[src/rtl/exc_entry_pkg.sv]
package exc_entry_pkg;

    localparam int MASK_W = 4;
    localparam int STAT_W = 8;

    typedef enum logic {
        EXC_REEXEC = 1'b0,
        EXC_DONE   = 1'b1
    } exc_kind_e;

    typedef struct packed {
        logic              priv;
        logic              bank;
        logic              block;
        logic              spare;
        logic [MASK_W-1:0] mask;
    } stat_t;

    localparam stat_t STAT_RESET = '{priv: 1'b1, bank: 1'b1, block: 1'b1,
                                     spare: 1'b0, mask: {MASK_W{1'b1}}};

    function automatic stat_t enter_stat(input stat_t s);
        stat_t r;
        r       = s;
        r.priv  = 1'b1;
        r.bank  = 1'b1;
        r.block = 1'b1;
        return r;
    endfunction

endpackage

[src/rtl/exc_retpc_sel.sv]
module exc_retpc_sel #(
    parameter int XLEN = 32
) (
    input  logic [XLEN-1:0] cur_pc,
    input  logic [XLEN-1:0] nxt_pc,
    input  logic            dly_ctx,
    input  logic            br_cond,
    input  logic            br_taken,
    input  logic [XLEN-1:0] br_pc,
    input  logic [XLEN-1:0] br_target,
    output logic [XLEN-1:0] reexec_pc,
    output logic [XLEN-1:0] done_pc
);

    logic branch_goes;

    always_comb begin
        // an unconditional delayed branch always goes
        branch_goes = !br_cond || br_taken;
        reexec_pc   = (dly_ctx && branch_goes) ? br_pc     : cur_pc;
        done_pc     = (dly_ctx && branch_goes) ? br_target : nxt_pc;
    end

endmodule

[src/rtl/exc_irq_gate.sv]
module exc_irq_gate
    import exc_entry_pkg::*;
(
    input  logic              irq_req,
    input  logic [MASK_W-1:0] irq_level,
    input  stat_t             cur_stat,
    input  logic              sleep_mode,
    output logic              accept
);

    logic level_ok;
    logic unblocked;

    always_comb begin
        level_ok  = irq_level > cur_stat.mask;
        unblocked = !cur_stat.block || sleep_mode;
        accept    = irq_req && level_ok && unblocked;
    end

endmodule

[src/rtl/exc_entry_core.sv]
module exc_entry_core
    import exc_entry_pkg::*;
#(
    parameter int               XLEN     = 32,
    parameter int               CODE_W   = 12,
    parameter logic [XLEN-1:0]  RESET_PC = 32'hA000_0000,
    parameter logic [XLEN-1:0]  EXC_OFS  = 32'h0000_0100,
    parameter logic [XLEN-1:0]  INT_OFS  = 32'h0000_0600,
    parameter logic [CODE_W-1:0] INT_CODE = 12'h3E0
) (
    input  logic              clk,
    input  logic              rst_n,
    input  logic              exc_req,
    input  logic              exc_kind,
    input  logic              exc_brk,
    input  logic [CODE_W-1:0] exc_code,
    input  logic              irq_accept,
    input  logic              rte_strobe,
    input  logic              stat_wr,
    input  stat_t             stat_wval,
    input  logic              vbr_wr,
    input  logic [XLEN-1:0]   vbr_wval,
    input  logic [XLEN-1:0]   reexec_pc,
    input  logic [XLEN-1:0]   done_pc,
    output logic              redirect_valid,
    output logic [XLEN-1:0]   redirect_pc,
    output logic              reset_redirect,
    output logic              irq_taken,
    output logic              exc_taken,
    output logic [XLEN-1:0]   saved_pc,
    output stat_t             saved_stat,
    output stat_t             stat,
    output logic [CODE_W-1:0] cause,
    output logic [XLEN-1:0]   vbr
);

    typedef struct packed {
        stat_t             stat;
        stat_t             estat;
        logic [XLEN-1:0]   epc;
        logic [CODE_W-1:0] cause;
        logic [XLEN-1:0]   vbr;
        logic [XLEN-1:0]   rpc;
        logic              rvalid;
        logic              rreset;
        logic              itaken;
        logic              etaken;
    } core_t;

    typedef enum logic [2:0] {
        EV_NONE,
        EV_EXC,
        EV_RESTART,
        EV_IRQ,
        EV_RTE
    } event_e;

    core_t  st_d, st_q;
    event_e ev;
    logic   exc_live;

    // choose one event per cycle: exception, interrupt, return
    always_comb begin
        exc_live = exc_req && !(st_q.stat.block && exc_brk);
        if (exc_live)
            ev = st_q.stat.block ? EV_RESTART : EV_EXC;
        else if (irq_accept)
            ev = EV_IRQ;
        else if (rte_strobe)
            ev = EV_RTE;
        else
            ev = EV_NONE;
    end

    always_comb begin
        st_d        = st_q;
        st_d.rvalid = 1'b0;
        st_d.rreset = 1'b0;
        st_d.itaken = 1'b0;
        st_d.etaken = 1'b0;
        if (vbr_wr)
            st_d.vbr = vbr_wval;
        unique case (ev)
            EV_EXC: begin
                st_d.estat  = st_q.stat;
                st_d.stat   = enter_stat(st_q.stat);
                st_d.epc    = (exc_kind_e'(exc_kind) == EXC_DONE) ? done_pc : reexec_pc;
                st_d.cause  = exc_code;
                st_d.rpc    = st_q.vbr + EXC_OFS;
                st_d.rvalid = 1'b1;
                st_d.etaken = 1'b1;
            end
            EV_RESTART: begin
                st_d.stat   = STAT_RESET;
                st_d.rpc    = RESET_PC;
                st_d.rvalid = 1'b1;
                st_d.rreset = 1'b1;
            end
            EV_IRQ: begin
                st_d.estat  = st_q.stat;
                st_d.stat   = enter_stat(st_q.stat);
                st_d.epc    = done_pc;
                st_d.cause  = INT_CODE;
                st_d.rpc    = st_q.vbr + INT_OFS;
                st_d.rvalid = 1'b1;
                st_d.itaken = 1'b1;
            end
            EV_RTE: begin
                st_d.stat   = st_q.estat;
                st_d.rpc    = st_q.epc;
                st_d.rvalid = 1'b1;
            end
            default: begin
                if (stat_wr)
                    st_d.stat = stat_wval;
            end
        endcase
    end

    always_ff @(posedge clk or negedge rst_n) begin
        if (!rst_n) begin
            st_q.stat   <= STAT_RESET;
            st_q.estat  <= '0;
            st_q.epc    <= '0;
            st_q.cause  <= '0;
            st_q.vbr    <= '0;
            st_q.rpc    <= RESET_PC;
            st_q.rvalid <= 1'b0;
            st_q.rreset <= 1'b0;
            st_q.itaken <= 1'b0;
            st_q.etaken <= 1'b0;
        end else begin
            st_q <= st_d;
        end
    end

    assign redirect_valid = st_q.rvalid;
    assign redirect_pc    = st_q.rpc;
    assign reset_redirect = st_q.rreset;
    assign irq_taken      = st_q.itaken;
    assign exc_taken      = st_q.etaken;
    assign saved_pc       = st_q.epc;
    assign saved_stat     = st_q.estat;
    assign stat           = st_q.stat;
    assign cause          = st_q.cause;
    assign vbr            = st_q.vbr;

endmodule

[src/rtl/exc_entry_ctrl.sv]
module exc_entry_ctrl
    import exc_entry_pkg::*;
#(
    parameter int                XLEN     = 32,
    parameter int                CODE_W   = 12,
    parameter logic [XLEN-1:0]   RESET_PC = 32'hA000_0000,
    parameter logic [XLEN-1:0]   EXC_OFS  = 32'h0000_0100,
    parameter logic [XLEN-1:0]   INT_OFS  = 32'h0000_0600,
    parameter logic [CODE_W-1:0] INT_CODE = 12'h3E0
) (
    input  logic              clk,
    input  logic              rst_n,
    input  logic              exc_req,
    input  logic              exc_kind,
    input  logic              exc_brk,
    input  logic [CODE_W-1:0] exc_code,
    input  logic              irq_req,
    input  logic [MASK_W-1:0] irq_level,
    input  logic [XLEN-1:0]   cur_pc,
    input  logic [XLEN-1:0]   nxt_pc,
    input  logic              dly_ctx,
    input  logic [XLEN-1:0]   br_pc,
    input  logic              br_cond,
    input  logic              br_taken,
    input  logic [XLEN-1:0]   br_target,
    input  logic              sleep_mode,
    input  logic              rte_strobe,
    input  logic              stat_wr,
    input  logic [STAT_W-1:0] stat_wval,
    input  logic              vbr_wr,
    input  logic [XLEN-1:0]   vbr_wval,
    output logic              redirect_valid,
    output logic [XLEN-1:0]   redirect_pc,
    output logic              reset_redirect,
    output logic              irq_taken,
    output logic              exc_taken,
    output logic [XLEN-1:0]   saved_pc,
    output logic [STAT_W-1:0] saved_stat,
    output logic [STAT_W-1:0] stat,
    output logic [CODE_W-1:0] cause,
    output logic [XLEN-1:0]   vbr
);

    logic [XLEN-1:0] reexec_pc;
    logic [XLEN-1:0] done_pc;
    logic            irq_accept;
    stat_t           stat_s;
    stat_t           estat_s;

    exc_retpc_sel #(.XLEN(XLEN)) u_retpc (
        .cur_pc    (cur_pc),
        .nxt_pc    (nxt_pc),
        .dly_ctx   (dly_ctx),
        .br_cond   (br_cond),
        .br_taken  (br_taken),
        .br_pc     (br_pc),
        .br_target (br_target),
        .reexec_pc (reexec_pc),
        .done_pc   (done_pc)
    );

    exc_irq_gate u_gate (
        .irq_req    (irq_req),
        .irq_level  (irq_level),
        .cur_stat   (stat_s),
        .sleep_mode (sleep_mode),
        .accept     (irq_accept)
    );

    exc_entry_core #(
        .XLEN     (XLEN),
        .CODE_W   (CODE_W),
        .RESET_PC (RESET_PC),
        .EXC_OFS  (EXC_OFS),
        .INT_OFS  (INT_OFS),
        .INT_CODE (INT_CODE)
    ) u_core (
        .clk            (clk),
        .rst_n          (rst_n),
        .exc_req        (exc_req),
        .exc_kind       (exc_kind),
        .exc_brk        (exc_brk),
        .exc_code       (exc_code),
        .irq_accept     (irq_accept),
        .rte_strobe     (rte_strobe),
        .stat_wr        (stat_wr),
        .stat_wval      (stat_t'(stat_wval)),
        .vbr_wr         (vbr_wr),
        .vbr_wval       (vbr_wval),
        .reexec_pc      (reexec_pc),
        .done_pc        (done_pc),
        .redirect_valid (redirect_valid),
        .redirect_pc    (redirect_pc),
        .reset_redirect (reset_redirect),
        .irq_taken      (irq_taken),
        .exc_taken      (exc_taken),
        .saved_pc       (saved_pc),
        .saved_stat     (estat_s),
        .stat           (stat_s),
        .cause          (cause),
        .vbr            (vbr)
    );

    assign stat       = stat_s;
    assign saved_stat = estat_s;

endmodule

[config.mk]
export PLATFORM = sky130hd
export DESIGN_NAME = exc_entry_ctrl
export DESIGN_NICKNAME = d
export VERILOG_FILES = /design/src/rtl/exc_entry_pkg.sv /design/src/rtl/exc_retpc_sel.sv /design/src/rtl/exc_irq_gate.sv /design/src/rtl/exc_entry_core.sv /design/src/rtl/exc_entry_ctrl.sv
export SDC_FILE = /design/constraint.sdc
export NUM_CORES = 1
export LEC_CHECK = 0
export BUFFER_PORTS_ARGS = -buffer_cell sky130_fd_sc_hd__buf_4
export CORE_MARGIN = 5
export CORE_UTILIZATION = 52
export DETAILED_ROUTE_END_ITERATION = 16
export GPL_ROUTABILITY_DRIVEN = 0
export GPL_TIMING_DRIVEN = 1
export MAX_ROUTING_LAYER = met4
export PLACE_DENSITY = 0.95
export SYNTH_ARGS = -nofsm -noshare
export SYNTH_HDL_FRONTEND = slang
export SYNTH_SLANG_ARGS = --single-unit
[constraint.sdc]
create_clock -name clk -period 4.2 [get_ports clk]
set_clock_uncertainty 0.15 [all_clocks]
set_input_delay 0.42 -clock clk [delete_from_list [all_inputs] [get_ports clk]]
set_output_delay 0.42 -clock clk [all_outputs]
set_load 0.01 [all_outputs]
==> results.md <==
* Result of the run: complete, no violations
* Combinational family with the most area after synthesis: multiplexers
* Hold Violations, Final at 0
* Area of the mapped netlist at 7270 sq um
* Count of distinct cell types in the synthesized netlist at 54
* Unrepaired setup endpoints after global routing: false
* Terminus of the critical flop-to-flop path: u_core.stat[5]$_DFFE_PN1P_
* Power density over cell area at 600 nW/um^2
* Final total negative setup slack at 0 ns
* Via count of the first global-routing pass at 7437
* Buffers on Ports at 324
* Initial antenna violation count at 1
* Synth warnings at 0
* Vert. Die Dim at 128 um
* All-Layer GR Usage at 31.1%
* Type of origin of the critical path: flop
* Area growth from synthesis to layout at 42.4%
* Source of the worst hold timing path: exc_code[11]
* Slew Limit Headroom at 31.3%
* Initial standard-cell utilization of the core at 52.8%
* Mean instance size in the synthesized netlist at 9.75 sq um
* End point of the worst hold path: u_core.cause[11]$_DFFE_PN0P_
* Total design power at 6.21 mW
* Tightest Pin Transition at 1.03 ns
* Achievable frequency at 0.300 GHz
* Insertion delay of the later-clocked pin in the worst-skew pair at 0.42 ns
* Net count reported at finish at 1243
* Final routed DRC violation total at 0
* Number of cells on the worst hold path at 3
* Clock tree from TritonCTS: built
* Number of buffers created by CTS at 17
* Type of element capturing the critical path: flop
* Detailed Route Iter0 Violations at 621
* Via density at 5.82
* Synthesized-area fraction occupied by and/or/nand/nor cells at 12.6%
* Path depth of the worst reg2reg path at 9
* Series of cell instances along the critical path: inv_1, ha_1, nor2b_1, o211ai_1, a31o_2, nand2_1, buf_4, nor3_1, mux2_2
* Ys flop type: sky130_fd_sc_hd__dfrtp_1
* Post-synthesis net count at 949
* Crit-path max FO at 34
* Number of vias after detailed routing at 7182
* Maximum resistive drop on vdd at 316 uV
* Final-layout fill cell count at 968
* Core Area at 13800 sq um
* # IOs at 325
* Count of mapped cells out of synthesis at 745
* Drt wl/cell at 20.3 um
* Post-synthesis async set-or-reset flop share at 100%
* Share of cell area taken by muxes after synthesis at 20.7%
* Full die area at 16400 sq um
* Synthesized flop and latch total at 128
* Post-cts sizing count at 0
* Share of post-route cells with drive strength above 1 at 43.1%
* Leakage dissipation at 5.03 nW
* Xor and xnor area share after synthesis at 3.50%
* Part of the Yosys area used for sequential elements at 44.2%
* Clock net sink count at 128
* Wire length of the first global-routing pass at 38800 um
* Overall die width at 128 um
* Fin crit share at 79.5%
* Number of enable-type register cells in the synthesized netlist at 0
* Compound-cell area share of the yosys netlist at 13.2%
* Total routed wirelength at 25100 um
* Crit path kind: flop to flop
* Row cnt at 43
* Clock Root Buffer: sky130_fd_sc_hd__clkbuf_16
* # setup viols final at 0
* Flop2flop setup slack at 0.86 ns
* Max-slew violation count at 0
* Deepest level of the CTS H-tree at 4
* Clock period minus worst slack at 3.34 ns
* Reg-to-reg startpoint: u_core.stat[1]$_DFFE_PN1P_
* Clock transition at path regs at 0.06 ns
* TritonRoute pass-1 iters at 5
* Cell at the slowest stage of the critical path: sky130_fd_sc_hd__a31o_2
* Worst hold-check path type: primary input to flop
* Reported max-cap violation count at 0
* Area share of fa/ha/maj cells after synthesis at 1.21%
* Pin count of the biggest net entering global routing at 65
* Remaining antenna violation count after routing at 0
* Longest individual stage delay on the worst path at 0.63 ns
* Post-CTS Repair Setup Buffers at 0
* Max Root-Sink Buffers at 2
* Post-DP HPWL at 18600 um
* Data required time of the critical path at 4.39 ns
* Worst path arrival time at 3.53 ns
* Remaining global-route overflow at 0
==> logic make-up (layout without fill, tap and decap cells) <==
kind of cell,Yosys count,after routing
other,0,1
multiplexers,142,142
AND/OR/NAND/NOR,204,204
adder cells (fa/ha/maj),7,7
AO/OA/AOI/OAI,161,161
XOR/XNOR,29,29
flip-flops,128,128
buffers and inverters,74,381
==> sequential cells by signal (all words and copies together) (netlist names), 8 cells and up <==
| signal | flops |
|---|---|
| u_core.cause | 12 |
| u_core.saved_stat | 8 |
| u_core.redirect_pc | 32 |
| u_core.saved_pc | 32 |
| u_core.vbr | 32 |
| u_core.stat | 8 |
==> power by group <==
part	internal (mW)	switching [mW]
sequential	1.74	0.421
combinational	1.23	1.38
clock	0.900	0.536
total	3.88	2.33
==> per-layer routing <==
| metal | track usage, % | routed length [um] | up-vias |
|---|---|---|---|
| li1 | - | - | 3227 |
| met1 | 35.2 | 9130 | 3409 |
| met2 | 51.5 | 12600 | 443 |
| met3 | 7.17 | 2070 | 103 |
| met4 | 16.0 | 1240 | 0 |
| met5 | - | 0 | - |
==> synthesized netlist by cell type, drive strengths merged (12+ instances only) <==
| cell | instances | share of area, % |
|---|---|---|
| nor2 | 57 | 2.9 |
| nand2 | 98 | 5.1 |
| nand3 | 12 | 0.90 |
| mux2 | 69 | 11 |
| dfrtp | 119 | 41 |
| buf | 27 | 2.1 |
| a21oi | 25 | 1.7 |
| clkbuf | 33 | 1.7 |
| mux2i | 73 | 10 |
| inv | 13 | 0.67 |
| xnor2 | 19 | 2.3 |
| o21ai | 84 | 5.8 |
==> worst max-delay path by stage <==
stage,startpoint,endpoint,slack [ns],cells after the start
after floorplan,u_core.stat[1]$_DFFE_PN1P_,u_core.saved_pc[10]$_DFFE_PN0P_,1.57,10
after global placement,u_core.stat[1]$_DFFE_PN1P_,u_core.stat[5]$_DFFE_PN1P_,1.09,9
after detailed placement,u_core.stat[1]$_DFFE_PN1P_,u_core.stat[7]$_DFFE_PN1P_,0.91,9
after CTS,u_core.stat[1]$_DFFE_PN1P_,u_core.stat[5]$_DFFE_PN1P_,0.88,9
after global routing,u_core.stat[1]$_DFFE_PN1P_,u_core.stat[5]$_DFFE_PN1P_,0.67,9
final,u_core.stat[1]$_DFFE_PN1P_,u_core.stat[5]$_DFFE_PN1P_,0.86,9
==> stage by stage <==
stage | util (%) | std cells | hold WS (ns) | instance area (sq um) | setup slack, ns
after floorplan | - | 745 | -0.0256 | 7270 | 1.57
after global placement | 70.8 | 1199 | 0.251 | 9760 | 1.09
after detailed placement | 70.8 | 1199 | 0.254 | 9760 | 0.913
after CTS | 75.1 | 1232 | 0.0532 | 10300 | 0.879
after global routing | 75.1 | 1233 | 0.0572 | 10300 | 0.673
final | 75.1 | 1233 | 0.0615 | 10300 | 0.862
==> area by class of cell <==
class                           count  area, sq um  share of cell area (%)
Antenna cell                        1         2.50                  0.0242
Multi-Input combinational cell    543         3740                    36.2
Clock inverter                     10          111                    1.08
Clock buffer                       22          464                    4.49
Tap cell                          180          225                    2.18
Inverter                           14         52.6                   0.508
Sequential cell                   128         3210                    31.1
Timing Repair Buffer              335         2530                    24.5
==> placed cells by master, fill, tap and decap left out, types with 12 or more instances in the layout <==
master	instances
sky130_fd_sc_hd__dfrtp_1	119
sky130_fd_sc_hd__mux2_2	69
sky130_fd_sc_hd__xnor2_1	19
sky130_fd_sc_hd__mux2i_1	73
sky130_fd_sc_hd__buf_4	332
sky130_fd_sc_hd__clkbuf_16	17
sky130_fd_sc_hd__nand2_1	98
sky130_fd_sc_hd__o21ai_0	76
sky130_fd_sc_hd__inv_1	12
sky130_fd_sc_hd__a21oi_1	25
sky130_fd_sc_hd__nor2_1	55
==> worst max-delay path, delay by kind of cell (launching register included) <==
family	cells	cell delay, ns
AOI/OAI and AO/OA	2	0.87
buffers and inverters	2	0.34
and+or+nand+nor	3	0.68
DFF	1	0.54
adders and majority gates	1	0.27
muxes	1	0.40
==> timing repair <==
action,in CTS,in global routing
setup endpoints to repair,0,0
hold buffers,1,0
endpoints found under the hold margin,50,0
No activity file was read; power rests on OpenSTA's default activity.
